==> config.mk <==
export PLATFORM = sky130hd
export DESIGN_NAME = spi_slave_shifter
export DESIGN_NICKNAME = d
export VERILOG_FILES = /design/src/rtl/sss_pkg.sv /design/src/rtl/sss_sync.sv /design/src/rtl/sss_edge.sv /design/src/rtl/sss_core.sv /design/src/rtl/spi_slave_shifter.sv
export SDC_FILE = /design/constraint.sdc
export NUM_CORES = 1
export LEC_CHECK = 0
export BUFFER_PORTS_ARGS = -buffer_cell sky130_fd_sc_hd__buf_2
export CAP_MARGIN = 30
export CORE_AREA = 2 2 139 141
export CTS_BUF_LIST = sky130_fd_sc_hd__clkbuf_16
export DETAILED_ROUTE_END_ITERATION = 16
export DIE_AREA = 0 0 141 143
export GPL_ROUTABILITY_DRIVEN = 0
export SYNTH_ARGS = -nofsm -noshare
export SYNTH_HDL_FRONTEND = slang
export SYNTH_SLANG_ARGS = --single-unit
==> constraint.sdc <==
create_clock -name clk -period 5.05 [get_ports clk]
set_clock_uncertainty 0.2 [all_clocks]
set_input_delay 0.505 -clock clk [delete_from_list [all_inputs] [get_ports clk]]
set_output_delay 0.505 -clock clk [all_outputs]
set_load 0.02 [all_outputs]
==> src/rtl/sss_pkg.sv <==
// Shared definitions for the SPI slave shift engine.
// Assumes configuration inputs are static while a frame is open.
package sss_pkg;

    // Effective word length from the size code, clamped to [4, max_w].
    function automatic int unsigned word_len(input int unsigned field, input logic ext,
                                             input int unsigned sz_w, input int unsigned max_w);
        int unsigned l;
        l = ext ? field + (32'd1 << sz_w) + 32'd1 : field + 32'd1;
        if (l < 32'd4)
            l = 32'd4;
        if (l > max_w)
            l = max_w;
        return l;
    endfunction

endpackage

==> src/rtl/sss_sync.sv <==
// Multi-flop synchroniser for a bundle of asynchronous serial pins.
// Assumes each bit is treated independently; STAGES must be at least 2.
module sss_sync #(
    parameter int unsigned W = 3,
    parameter int unsigned STAGES = 2,
    parameter logic [W-1:0] RST_VAL = '0
) (
    input  logic         clk,
    input  logic         rst_n,
    input  logic [W-1:0] d,
    output logic [W-1:0] q
);
    logic [STAGES-1:0][W-1:0] chain;

    // Shift the pin values through the flop chain.
    always_ff @(posedge clk) begin
        if (!rst_n)
            chain <= {STAGES{RST_VAL}};
        else
            chain <= {chain[STAGES-2:0], d};
    end

    assign q = chain[STAGES-1];
endmodule

==> src/rtl/sss_edge.sv <==
// Finds serial clock edges in the system domain and classifies them as
// sampling or change edges from the polarity and phase settings.
// Assumes the input is already synchronised.
module sss_edge (
    input  logic clk,
    input  logic rst_n,
    input  logic sclk_s,
    input  logic cpol,
    input  logic cpha,
    output logic sample_ev,
    output logic shift_ev
);
    logic prev;
    logic rise, fall, lead, trail;

    // Remember last synchronised clock level.
    always_ff @(posedge clk) begin
        if (!rst_n)
            prev <= 1'b0;
        else
            prev <= sclk_s;
    end

    // Map raw edges onto leading/trailing, then onto sample/change.
    always_comb begin
        rise      = sclk_s & ~prev;
        fall      = ~sclk_s & prev;
        lead      = cpol ? fall : rise;
        trail     = cpol ? rise : fall;
        sample_ev = cpha ? trail : lead;
        shift_ev  = cpha ? lead : trail;
    end
endmodule

==> src/rtl/sss_core.sv <==
// Bit counter, receive assembly and transmit shifting for one frame.
// Transmit words are left-aligned on load so the outgoing bit is always
// the top bit. Assumes sample and change events never share a cycle.
module sss_core #(
    parameter int unsigned MAX_W = 32,
    localparam int unsigned CW = $clog2(MAX_W + 1)
) (
    input  logic             clk,
    input  logic             rst_n,
    input  logic             active,
    input  logic             sample_ev,
    input  logic             shift_ev,
    input  logic             cpha,
    input  logic             loopback,
    input  logic [CW-1:0]    len,
    input  logic             mosi_s,
    input  logic [MAX_W-1:0] tx_data,
    input  logic             tx_valid,
    output logic             tx_ready,
    output logic             miso,
    output logic [MAX_W-1:0] rx_data,
    output logic             rx_valid,
    output logic             underrun
);
    localparam logic [CW-1:0] WMAX_C = CW'(MAX_W);
    localparam logic [CW-1:0] ONE_C  = CW'(1);

    logic             active_q;
    logic             start;
    logic             load_req;
    logic             last_bit;
    logic             din;
    logic [CW-1:0]    cnt;
    logic [MAX_W-1:0] sh_tx;
    logic [MAX_W-1:0] sh_rx;
    logic [MAX_W-1:0] tx_aligned;

    // Decode frame opening, fetch points and the incoming bit.
    always_comb begin
        start      = active & ~active_q;
        load_req   = active & ((start & ~cpha) | (shift_ev & (cnt == '0)));
        last_bit   = (cnt == len - ONE_C);
        din        = loopback ? sh_tx[MAX_W-1] : mosi_s;
        tx_aligned = tx_data << (WMAX_C - len);
    end

    assign tx_ready = load_req;
    assign miso     = active & sh_tx[MAX_W-1];

    // Frame state, transmit shifter and receive assembly.
    always_ff @(posedge clk) begin
        if (!rst_n) begin
            active_q <= 1'b0;
            cnt      <= '0;
            sh_tx    <= '0;
            sh_rx    <= '0;
            rx_data  <= '0;
            rx_valid <= 1'b0;
            underrun <= 1'b0;
        end else begin
            active_q <= active;
            rx_valid <= 1'b0;
            underrun <= 1'b0;
            if (!active) begin
                cnt   <= '0;
                sh_tx <= '0;
                sh_rx <= '0;
            end else begin
                if (load_req) begin
                    sh_tx    <= tx_valid ? tx_aligned : '0;
                    underrun <= ~tx_valid;
                end else if (shift_ev) begin
                    sh_tx <= sh_tx << 1;
                end else if (start) begin
                    sh_tx <= '0;
                end
                if (sample_ev) begin
                    if (last_bit) begin
                        rx_data  <= {sh_rx[MAX_W-2:0], din};
                        rx_valid <= 1'b1;
                        sh_rx    <= '0;
                        cnt      <= '0;
                    end else begin
                        sh_rx <= {sh_rx[MAX_W-2:0], din};
                        cnt   <= cnt + ONE_C;
                    end
                end
            end
        end
    end
endmodule

==> src/rtl/spi_slave_shifter.sv <==
// Top of the SPI slave shift engine: synchronises the serial pins, derives
// the word length and ties edge detection to the shift core.
// Assumes clk is at least 4x the serial clock and configuration is static
// during a frame.
module spi_slave_shifter #(
    parameter int unsigned MAX_W = 32,
    parameter int unsigned SZ_W = 4,
    parameter int unsigned SYNC_STAGES = 2
) (
    input  logic             clk,
    input  logic             rst_n,
    input  logic             enable,
    input  logic             cpol,
    input  logic             cpha,
    input  logic             loopback,
    input  logic [SZ_W-1:0]  size_field,
    input  logic             size_ext,
    input  logic             sclk,
    input  logic             ss_n,
    input  logic             mosi,
    output logic             miso,
    input  logic [MAX_W-1:0] tx_data,
    input  logic             tx_valid,
    output logic             tx_ready,
    output logic [MAX_W-1:0] rx_data,
    output logic             rx_valid,
    output logic             underrun
);
    localparam int unsigned CW = $clog2(MAX_W + 1);

    logic [2:0]    pins_s;
    logic          sclk_s, ss_n_s, mosi_s;
    logic          sample_ev, shift_ev;
    logic          active;
    logic [CW-1:0] len;

    sss_sync #(.W(3), .STAGES(SYNC_STAGES), .RST_VAL(3'b010)) u_sync (
        .clk(clk), .rst_n(rst_n), .d({sclk, ss_n, mosi}), .q(pins_s)
    );

    // Split synchronised pins, form frame activity and word length.
    always_comb begin
        sclk_s = pins_s[2];
        ss_n_s = pins_s[1];
        mosi_s = pins_s[0];
        active = enable & ~ss_n_s;
        len    = CW'(sss_pkg::word_len(32'(size_field), size_ext, SZ_W, MAX_W));
    end

    sss_edge u_edge (
        .clk(clk), .rst_n(rst_n), .sclk_s(sclk_s), .cpol(cpol), .cpha(cpha),
        .sample_ev(sample_ev), .shift_ev(shift_ev)
    );

    sss_core #(.MAX_W(MAX_W)) u_core (
        .clk(clk), .rst_n(rst_n), .active(active), .sample_ev(sample_ev),
        .shift_ev(shift_ev), .cpha(cpha), .loopback(loopback), .len(len),
        .mosi_s(mosi_s), .tx_data(tx_data), .tx_valid(tx_valid),
        .tx_ready(tx_ready), .miso(miso), .rx_data(rx_data),
        .rx_valid(rx_valid), .underrun(underrun)
    );
endmodule

# Yosys cells after proc, flatten, opt, wreduce, memory -nomap -nowiden
# Cells that the tools add are included.
# totals
reg_bits	111
in_bits	47
output_inout_bits	36
elab_cells	56
# classes
addsub	6
order_cmp	2
eq_ne	1
n_shift	1
mux	15
bitwise_logic	15
n_reduce_logical	6
# ops
operator	n
32-bit two-way mux	4
32-bit by 6-bit left shift with 32-bit output	1
31-bit two-way mux	1
7-bit two-way mux	2
6-bit two-way mux	2
3-bit AND reduction	3
1-bit bitwise AND	8
6-bit by 1-bit adder with 7-bit output (second input constant)	1
7-bit by 6-bit greater-than comparator with 1-bit output (second input constant)	1
7-bit by 3-bit less-than comparator with 1-bit output (second input constant)	1
4-bit by 5-bit adder with 6-bit output (second input constant)	1
6-bit by 1-bit adder with 6-bit output (second input constant)	1
6-bit == test	1
6-bit zero test	1
1-bit two-way mux	6
1-bit inverter	6
6-bit by 1-bit subtractor with 6-bit output (second input constant)	1
6-bit subtractor (first input constant)	1
4-bit by 1-bit adder with 5-bit output (second input constant)	1
3-bit nonzero test	1
2-bit AND reduction	1
1-bit bitwise OR	1

# Logic depth before layout (Yosys ltp)
# Gate-level depths: netlist (run 1).
# logic_depth
depth_word	11
ltp_mapped	16
ltp_nobuf	12

# By module
# A second synthesis (run 1) with hierarchy kept.
# hier_totals
cells_unflattened	774
area_unflattened_um2	6638.9
# modules_own_cells
module	instances	cells_per_inst	area_per_inst_um2	seq_area_each_um2
sss_core	1	727	6224.7	2082.0
sss_sync	1	15	180.2	120.1
spi_slave_shifter	1	25	158.9	0.0
sss_edge	1	7	75.1	20.0

# Worst setup path before layout (run 1)
# OpenSTA, ideal clock, no wires.
# synth_path
path_kind	input to register
from	input size_field[0]
to	register u_core.sh_tx[11]
arrival_time_ps	3684
required_time_ps	4722
path_slack_ps	1038
path_stages	15
path_buffers	3
cell_sequence	ha_1 -> buf_4 -> xnor2_2 -> a21oi_4 -> inv_1 -> ha_1 -> clkbuf_1 -> clkbuf_1 -> or4b_2 -> a21oi_1 -> nor4_1 -> mux2i_1 -> mux2i_1 -> a222oi_1 -> nor2_1
# synth_via
elab_chain_cells	11
word_cells_on_any_way	12
cone_classes	add/sub: 4; order compare: 2; shift: 1; mux: 5
# synth_rtl
element	line_no	source
start: declaration	spi_slave_shifter.sv:16	input logic [SZ_W-1:0] size_field,
4-bit by 5-bit adder with 6-bit output	sss_pkg.sv:9	l = ext ? field + (32'd1 << sz_w) + 32'd1 : field + 32'd1;
6-bit by 1-bit adder with 7-bit output	sss_pkg.sv:9	
7-bit two-way mux (*)	sss_pkg.sv:9	
7-bit by 3-bit less-than comparator with 1-bit output	sss_pkg.sv:10	if (l < 32'd4)
7-bit two-way mux (*)	sss_pkg.sv:10	
7-bit by 6-bit greater-than comparator with 1-bit output	sss_pkg.sv:12	if (l > max_w)
6-bit two-way mux (*)	sss_pkg.sv:12	
6-bit subtractor (*)	sss_core.sv:44	tx_aligned = tx_data << (WMAX_C - len);
32-bit by 6-bit left shift with 32-bit output (*)	sss_core.sv:44	
32-bit two-way mux (*)	sss_core.sv:70	sh_tx <= tx_valid ? tx_aligned : '0;
32-bit two-way mux (*)	sss_core.sv:69	if (load_req) begin
end signal: assignment	sss_core.sv:70	
end signal: assignment	sss_core.sv:73	sh_tx <= sh_tx << 1;
end: declaration	sss_core.sv:34	logic [MAX_W-1:0] sh_tx;
# Every way passes the cells marked *; elsewhere a longest branch is shown, timed or not.
# A chain may end at the register's enable or synchronous reset.

# Worst setup path in the final report (run 1)
# layout_path
from	input size_field[0]
to	register u_core.sh_tx[13]
# The elaborated chain is that of the path after synthesis.

==> impl_metrics.csv, run 1 <==
group,metric,value,unit
detailed_routing,top_layer,"met4",
clocking,cts_sinks,111,
die,row_count,50,
logic_synthesis,ys_async_sr_fraction,0,
cells_and_area,final_cells,1086,
sta,setup_violations,0,
clocking,clkTransAtPathRegs,0.08,ns
detailed_routing,wl_met2,9.09,mm
placement,postPlaceCellArea,7570,sq um
logic_synthesis,synth_edf_count,0,
sta,worst_slew_pin_slew,0.986,ns
placement,place_hpwl,13.2,mm
cells_and_area,design_area,7900,sq um
die,ios,83,
logic_synthesis,synthCells,800,
logic_synthesis,ys.warnings.count,0,
clocking,cts_max_path_buffers,2,
cells_and_area,fill_cells,1822,
logic_synthesis,ys_seq_elements,111,
sta,slew_headroom,0.341,
logic_synthesis,yosys_most_used_dff,"dfxtp_1",
sta,fin_crit,4.23,ns
pwr,p_leak,2.88,nW
die,start_util,0.375,
sta,rsz0062_at_grt,"no",
sta,fin_hold_ws,0.148,ns
detailed_routing,drc,0,
detailed_routing,vias,6509,
setup_path,critPathTopFamily,"simple AND/OR/NAND/NOR gates",
setup_path,cp.required,5.06,ns
pwr,power.share.clock,0.337,
setup_path,cp-end-kind,"register",
logic_synthesis,syn_avg_cell_area,8.70,sq um
clocking,htree_levels,3,
grt,grt.total_usage,0.186,
setup_path,path_cells,"buf_2 -> ha_1 -> or4_1 -> o211ai_1 -> or2_2 -> ha_2 -> buf_4 -> or4b_1 -> a21oi_1 -> nor4_1 -> buf_4 -> mux2i_1 -> mux2i_1 -> a222oi_1 -> nor2_1",
setup_path,cp_num_buf_inv,3,
die,coreArea,18600,sq um
placement,portBuffers,82,
setup_path,worstPathArrival,4.23,ns
sta,hold_violations,0,
clocking,cts_tree,"done",
pwr,pwr-share-seq,0.387,
grt,grt_pass1_wl,30.7,mm
logic_synthesis,ys_seq_area_frac,0.319,
clocking,numCtsBuffers,9,
setup_path,slowest_stage,"ha_2",
placement,dp.cells,1070,
sta,min_period_over_period,0.837,
detailed_routing,met1_length,8.84,mm
die,die_w,141,um
logic_synthesis,synthDistinctLibCells,69,
cells_and_area,areaGrowthSynthToFinish,13.5,%
grt,grt_max_degree,74,
pwr,peakVddDrop,0.000192,V
setup_path,slowest_delay,0.54,ns
pwr,comb_power_share,0.275,
die,die_h,143,um
setup_path,cp_max_fo,28,
clocking,post_cts_buffers,0,
hold_path,hp-class,"input pin to register",
pwr,p_per_area,287,nW/um^2
pwr,switchingPower,0.732,mW
clocking,ctsResizeCount,0,
pwr,cellInternalPower,1.54,mW
grt,antenna_found_initial,0,
clocking,clockRootBuffer,"clkbuf_16",
run,drv_cap,0,
detailed_routing,drtAntennaViolNets,0,
detailed_routing,wl,19.4,mm
die,die_area,20200,sq um
detailed_routing,drt_first_pass_iters,5,
sta,tns,0,ns
cells_and_area,drive_above_1_share,0.208,
grt,grt_overflow_total,0,
clocking,cts_hold_buf,0,
cells_and_area,multi_input_area,4390,sq um
run_status,status,"completed",
detailed_routing,post_drt_via_cell_ratio,5.99,
sta,slew_viol_final,0,
cells_and_area,fin_nets,899,
logic_synthesis,synth_fp_nets,852,
grt,first_global_vias,5901,
pwr,p_sw_frac,0.323,
cells_and_area,register_area,2220,sq um
cells_and_area,diodes,0,
detailed_routing,drtIter0Drc,518,
setup_path,critPathLaunchType,"input pin",
sta,fmax,237,MHz
setup_path,critical_path_class,"input pin to register",
detailed_routing,wl_per_cell,17.8,um
logic_synthesis,synth.cell_area,6960,sq um
detailed_routing,route.met3.wl,1.14,mm
clocking,clock_latency,0.35,ns
## worst register-to-register path: stages, from the launching register on
cell	delay (ns)
dfxtp_1	0.32
nor2b_1	0.11
nand2_1	0.75
clkinv_1	0.62
nand2_1	0.28
nor2_2	0.04
buf_4	0.24
a22o_1	0.28
## cell type report
type | instances | share of cell area
clock inverters | 7 | 0.0133
clock buffers | 9 | 0.0285
multi-input cells | 607 | 0.556
inverters | 7 | 0.00332
flip-flops and latches | 111 | 0.281
repair buffers | 111 | 0.0811
well taps | 234 | 0.0370
## cell usage in the layout (no fill, tap or decap), types with 14 or more instances in the layout
cell        n
nor4_1     25
nor3_1     49
o21ai_0    20
a22o_1     34
a21oi_1    29
mux2_2     24
buf_4      28
nor2_1     18
dfxtp_1   111
o211ai_1   14
nand2_1   108
o32ai_1    17
buf_2      82
a22oi_1    16
or4_1      16
mux2i_1    67
## cell usage after synthesis, drive strengths merged (14+ instances only)
| library cell | instances | share of area |
|---|---|---|
| nor3 | 49 | 0.035 |
| dfxtp | 111 | 0.32 |
| a21oi | 30 | 0.023 |
| nand2 | 108 | 0.058 |
| o21ai | 26 | 0.019 |
| a22oi | 16 | 0.017 |
| mux2 | 24 | 0.039 |
| or4 | 17 | 0.019 |
| a22o | 34 | 0.043 |
| o211ai | 14 | 0.015 |
| buf | 20 | 0.018 |
| mux2i | 67 | 0.096 |
| nor2 | 22 | 0.013 |
| o32ai | 17 | 0.021 |
| nor4 | 26 | 0.024 |
| clkbuf | 55 | 0.030 |
## through the flow
step                power (mW)  utilization  setup WS, ns
global placement          1.51        0.408         0.560
global route              2.36        0.425         0.562
CTS                       2.28        0.425         0.873
detailed placement        1.51        0.408         0.488
floorplan                 1.33            -          1.04
finish                    2.27        0.425         0.823
## worst paths after layout
path / startpoint / to / slack (ns) / cells past startpoint
max: size_field[0] / u_core.sh_tx[13]$_SDFFE_PN0P_ / 0.82 / 15
min: ss_n / u_sync.chain[1]$_SDFF_PN1_ / 0.15 / 2
max reg2reg: u_sync.q[1]$_SDFF_PN1_ / u_core.sh_rx[18]$_SDFFE_PN0P_ / 2.10 / 7
min reg2reg: u_sync.chain[1]$_SDFF_PN1_ / u_sync.q[1]$_SDFF_PN1_ / 0.22 / 1
## per-layer routing
| metal | global-route usage | vias up |
|---|---|---|
| met3 | 0.0332 | 26 |
| met4 | 0.0447 | 0 |
| met2 | 0.303 | 234 |
| met1 | 0.257 | 3089 |
| li1 | - | 3160 |
| met5 | 0 | - |
## registers in the layout, summed over array words and instances, names as in the netlist
name,cells
u_core.cnt,6
u_core.underrun,1
u_core.rx_valid,1
u_core.active_q,1
u_core.sh_rx,31
u_core.rx_data,32
u_core.sh_tx,32
u_edge.prev,1
u_sync.q,3
u_sync.chain,3
## cells by family after synthesis
logic type / Yosys count / synth area share
simple gates: 301 / 0.231
compound gates: 187 / 0.203
flops: 111 / 0.319
mux: 99 / 0.161
buf+inv: 82 / 0.0514
xor+xnor: 15 / 0.0252
fa+ha+maj: 5 / 0.00899
## power groups by stage
| stage | combinational, mW | sequential, mW | clock, mW |
|---|---|---|---|
| 6_report | 0.625 | 0.878 | 0.765 |
| 5_1_grt | 0.669 | 0.879 | 0.817 |
| 4_1_cts | 0.614 | 0.878 | 0.787 |
| 3_5_place_dp | 0.612 | 0.899 | 0 |
| 3_3_place_gp | 0.613 | 0.899 | 0 |
| 2_1_floorplan | 0.435 | 0.899 | 0 |
(Power assumes the default switching activity.)
==> run 2: changes to the inputs <==
==> constraint.sdc (replaced) <==
create_clock -name clk -period 3.63 [get_ports clk]
set_clock_uncertainty 0.2 [all_clocks]
set_input_delay 0.363 -clock clk [delete_from_list [all_inputs] [get_ports clk]]
set_output_delay 0.363 -clock clk [all_outputs]
set_load 0.02 [all_outputs]
==> run 2 against run 1 <==
Cell area increased by 8.5%. Register-to-register slack got worse by 0.88 ns. Core utilization increased by 3.6 points. Final cell count increased by 6.7%. Via count increased by 3.6%. Sequential power increased by 39%. Routed wire length increased by 2.6%. Clock power increased by 28%. Worst setup slack got worse by 0.69 ns. Critical path type unchanged.
==> impl_metrics.csv, run 2 (synthesis results as in run 1) <==
group,metric,value,unit
run_status,status,"completed",
grt,grt_max_degree,74,
detailed_routing,vias,6742,
setup_path,startpoint,"size_field[1]",
cells_and_area,areaGrowthSynthToFinish,23.1,%
sta,slew_headroom,0.416,
sta,min_period_over_period,0.962,
clocking,clkTransAtPathRegs,0.07,ns
cells_and_area,design_area,8570,sq um
detailed_routing,wl_per_cell,17.1,um
placement,postPlaceCellArea,8190,sq um
placement,portBuffers,82,
pwr,p_leak,3.25,nW
detailed_routing,drt_first_pass_iters,5,
placement,dp.cells,1141,
clocking,cts_max_path_buffers,2,
setup_path,cp_max_fo,16,
sta,tns,0,ns
setup_path,r2r-start,"u_sync.q[2]$_SDFF_PN0_",
cells_and_area,final_cell_mix,"dfxtp_1, nand2_1, buf_4",
sta,rsz0062_at_grt,"no",
cells_and_area,mostFrequentLayoutCell,"dfxtp_1",
grt,antenna_found_initial,0,
cells_and_area,top_regs,"u_core.rx_data (32), u_core.sh_tx (32), u_core.sh_rx (31)",
cells_and_area,fill_cells,1798,
setup_path,worstPathArrival,3.53,ns
clocking,clock_latency,0.35,ns
clocking,clockRootBuffer,"clkbuf_16",
cells_and_area,drive_above_1_share,0.281,
die,die_w,141,um
setup_path,crit_path_end,"u_core.sh_tx[25]$_SDFFE_PN0P_",
sta,fin_crit,3.49,ns
placement,place_hpwl,14.0,mm
grt,grt_overflow_total,0,
pwr,p_per_area,384,nW/um^2
detailed_routing,wl,19.9,mm
setup_path,cp-end-kind,"register",
detailed_routing,drc,0,
grt,grt_pass1_wl,32.1,mm
sta,fmax,286,MHz
sta,worst_slew_pin_slew,0.877,ns
setup_path,critical_path_class,"input pin to register",
cells_and_area,final_cells,1159,
detailed_routing,post_drt_via_cell_ratio,5.82,
setup_path,path_cells,"buf_2 -> ha_1 -> or4_1 -> o211ai_1 -> or2_4 -> ha_4 -> buf_6 -> or4_1 -> a21oi_2 -> nor4_1 -> buf_4 -> buf_4 -> mux4_2 -> a22oi_1 -> o21ai_1",
die,ios,83,
detailed_routing,drtIter0Drc,514,
cells_and_area,diodes,0,
cells_and_area,fin_util,0.461,
pwr,peakVddDrop,0.000239,V
setup_path,cp.required,3.66,ns
die,coreArea,18600,sq um
clocking,htree_levels,3,
setup_path,slowest_delay,0.54,ns
sta,slew_viol_final,0,
setup_path,critPathLaunchType,"input pin",
run,drv_cap,0,
die,row_count,50,
clocking,cts_sinks,111,
hold_path,hp-class,"input pin to register",
setup_path,rr_worst_depth,7,
setup_path,rrSetupSlack,1.22,ns
die,start_util,0.375,
setup_path,slowest_stage,"or4_1",
sta,hold_violations,0,
clocking,cts_tree,"done",
setup_path,r2r_end,"u_core.rx_data[7]$_SDFFE_PN0P_",
grt,grt.total_usage,0.195,
die,die_h,143,um
hold_path,holdPathStages,2,
grt,first_global_vias,6302,
cells_and_area,fin_nets,972,
sta,setup_violations,0,
detailed_routing,drtAntennaViolNets,0,
die,die_area,20200,sq um
clocking,numCtsBuffers,9,
[run 2: cell types whose count changed in the layout (fill, tap and decap cells not counted), sizes merged]
cell / before / now
dlygate4sd3: 0 / 1
buf: 111 / 183
inv: 10 / 9
clkinv: 3 / 5
bufinv: 1 / 0
[run 2: cell type report]
class	instances	area [sq um]	share of cell area
clock buffer	9	225	0.0263
tap	234	293	0.0342
multi-input combinational	607	4470	0.522
clock inverter	7	75.1	0.00876
sequential	111	2220	0.259
timing repair buffer	184	1260	0.147
inverter	7	26.3	0.00307
[run 2: repair_timing]
action / CTS / global route
resized for setup: 0 / 13
endpoints found under the hold margin: 1 / 0
endpoints found under the setup margin: 0 / 10
hold buffers: 1 / 0
setup buffers: 0 / 1
[run 2: how the worst min path moves through the flow]
stage | start | to | slack, ns
final | ss_n | u_sync.chain[1]$_SDFF_PN1_ | 0.01
after global routing | ss_n | u_sync.chain[1]$_SDFF_PN1_ | 0.02
after CTS | ss_n | u_sync.chain[1]$_SDFF_PN1_ | 0.008
after detailed placement | u_sync.chain[1]$_SDFF_PN1_ | u_sync.q[1]$_SDFF_PN1_ | 0.20
after global placement | u_sync.chain[1]$_SDFF_PN1_ | u_sync.q[1]$_SDFF_PN1_ | 0.20
after floorplan | u_sync.chain[1]$_SDFF_PN1_ | u_sync.q[1]$_SDFF_PN1_ | 0.19
[run 2: layer usage]
metal / vias to the layer above / part of all wire / global-route usage
met5: - / 0 / 0
li1: 3298 / - / -
met4: 0 / 0.016 / 0.0447
met2: 211 / 0.47 / 0.324
met3: 26 / 0.057 / 0.0392
met1: 3207 / 0.45 / 0.262
[run 2: power by group]
| group | internal, mW | switching (mW) |
|---|---|---|
| sequential | 1.22 | 0.00160 |
| clock | 0.488 | 0.492 |
| combinational | 0.523 | 0.565 |
| total | 2.23 | 1.06 |
[run 2: worst max-delay path, delay by kind of cell]
kind | cells | cell delay (ns)
and+or+nand+nor | 4 | 1.19
muxes | 1 | 0.45
adders and majority gates | 2 | 0.41
buffers and inverters | 4 | 0.59
AOI/OAI and AO/OA | 4 | 0.53
[run 2: through the flow]
stage | power, mW | worst slack, ns | hold slack, ns
5_1_grt | 3.44 | 0.0165 | 0.0229
2_1_floorplan | 1.87 | 0.0165 | 0.186
6_report | 3.29 | 0.137 | 0.0111
3_3_place_gp | 2.30 | -0.186 | 0.196
3_5_place_dp | 2.30 | -0.251 | 0.196
4_1_cts | 3.28 | 0.112 | 0.00799
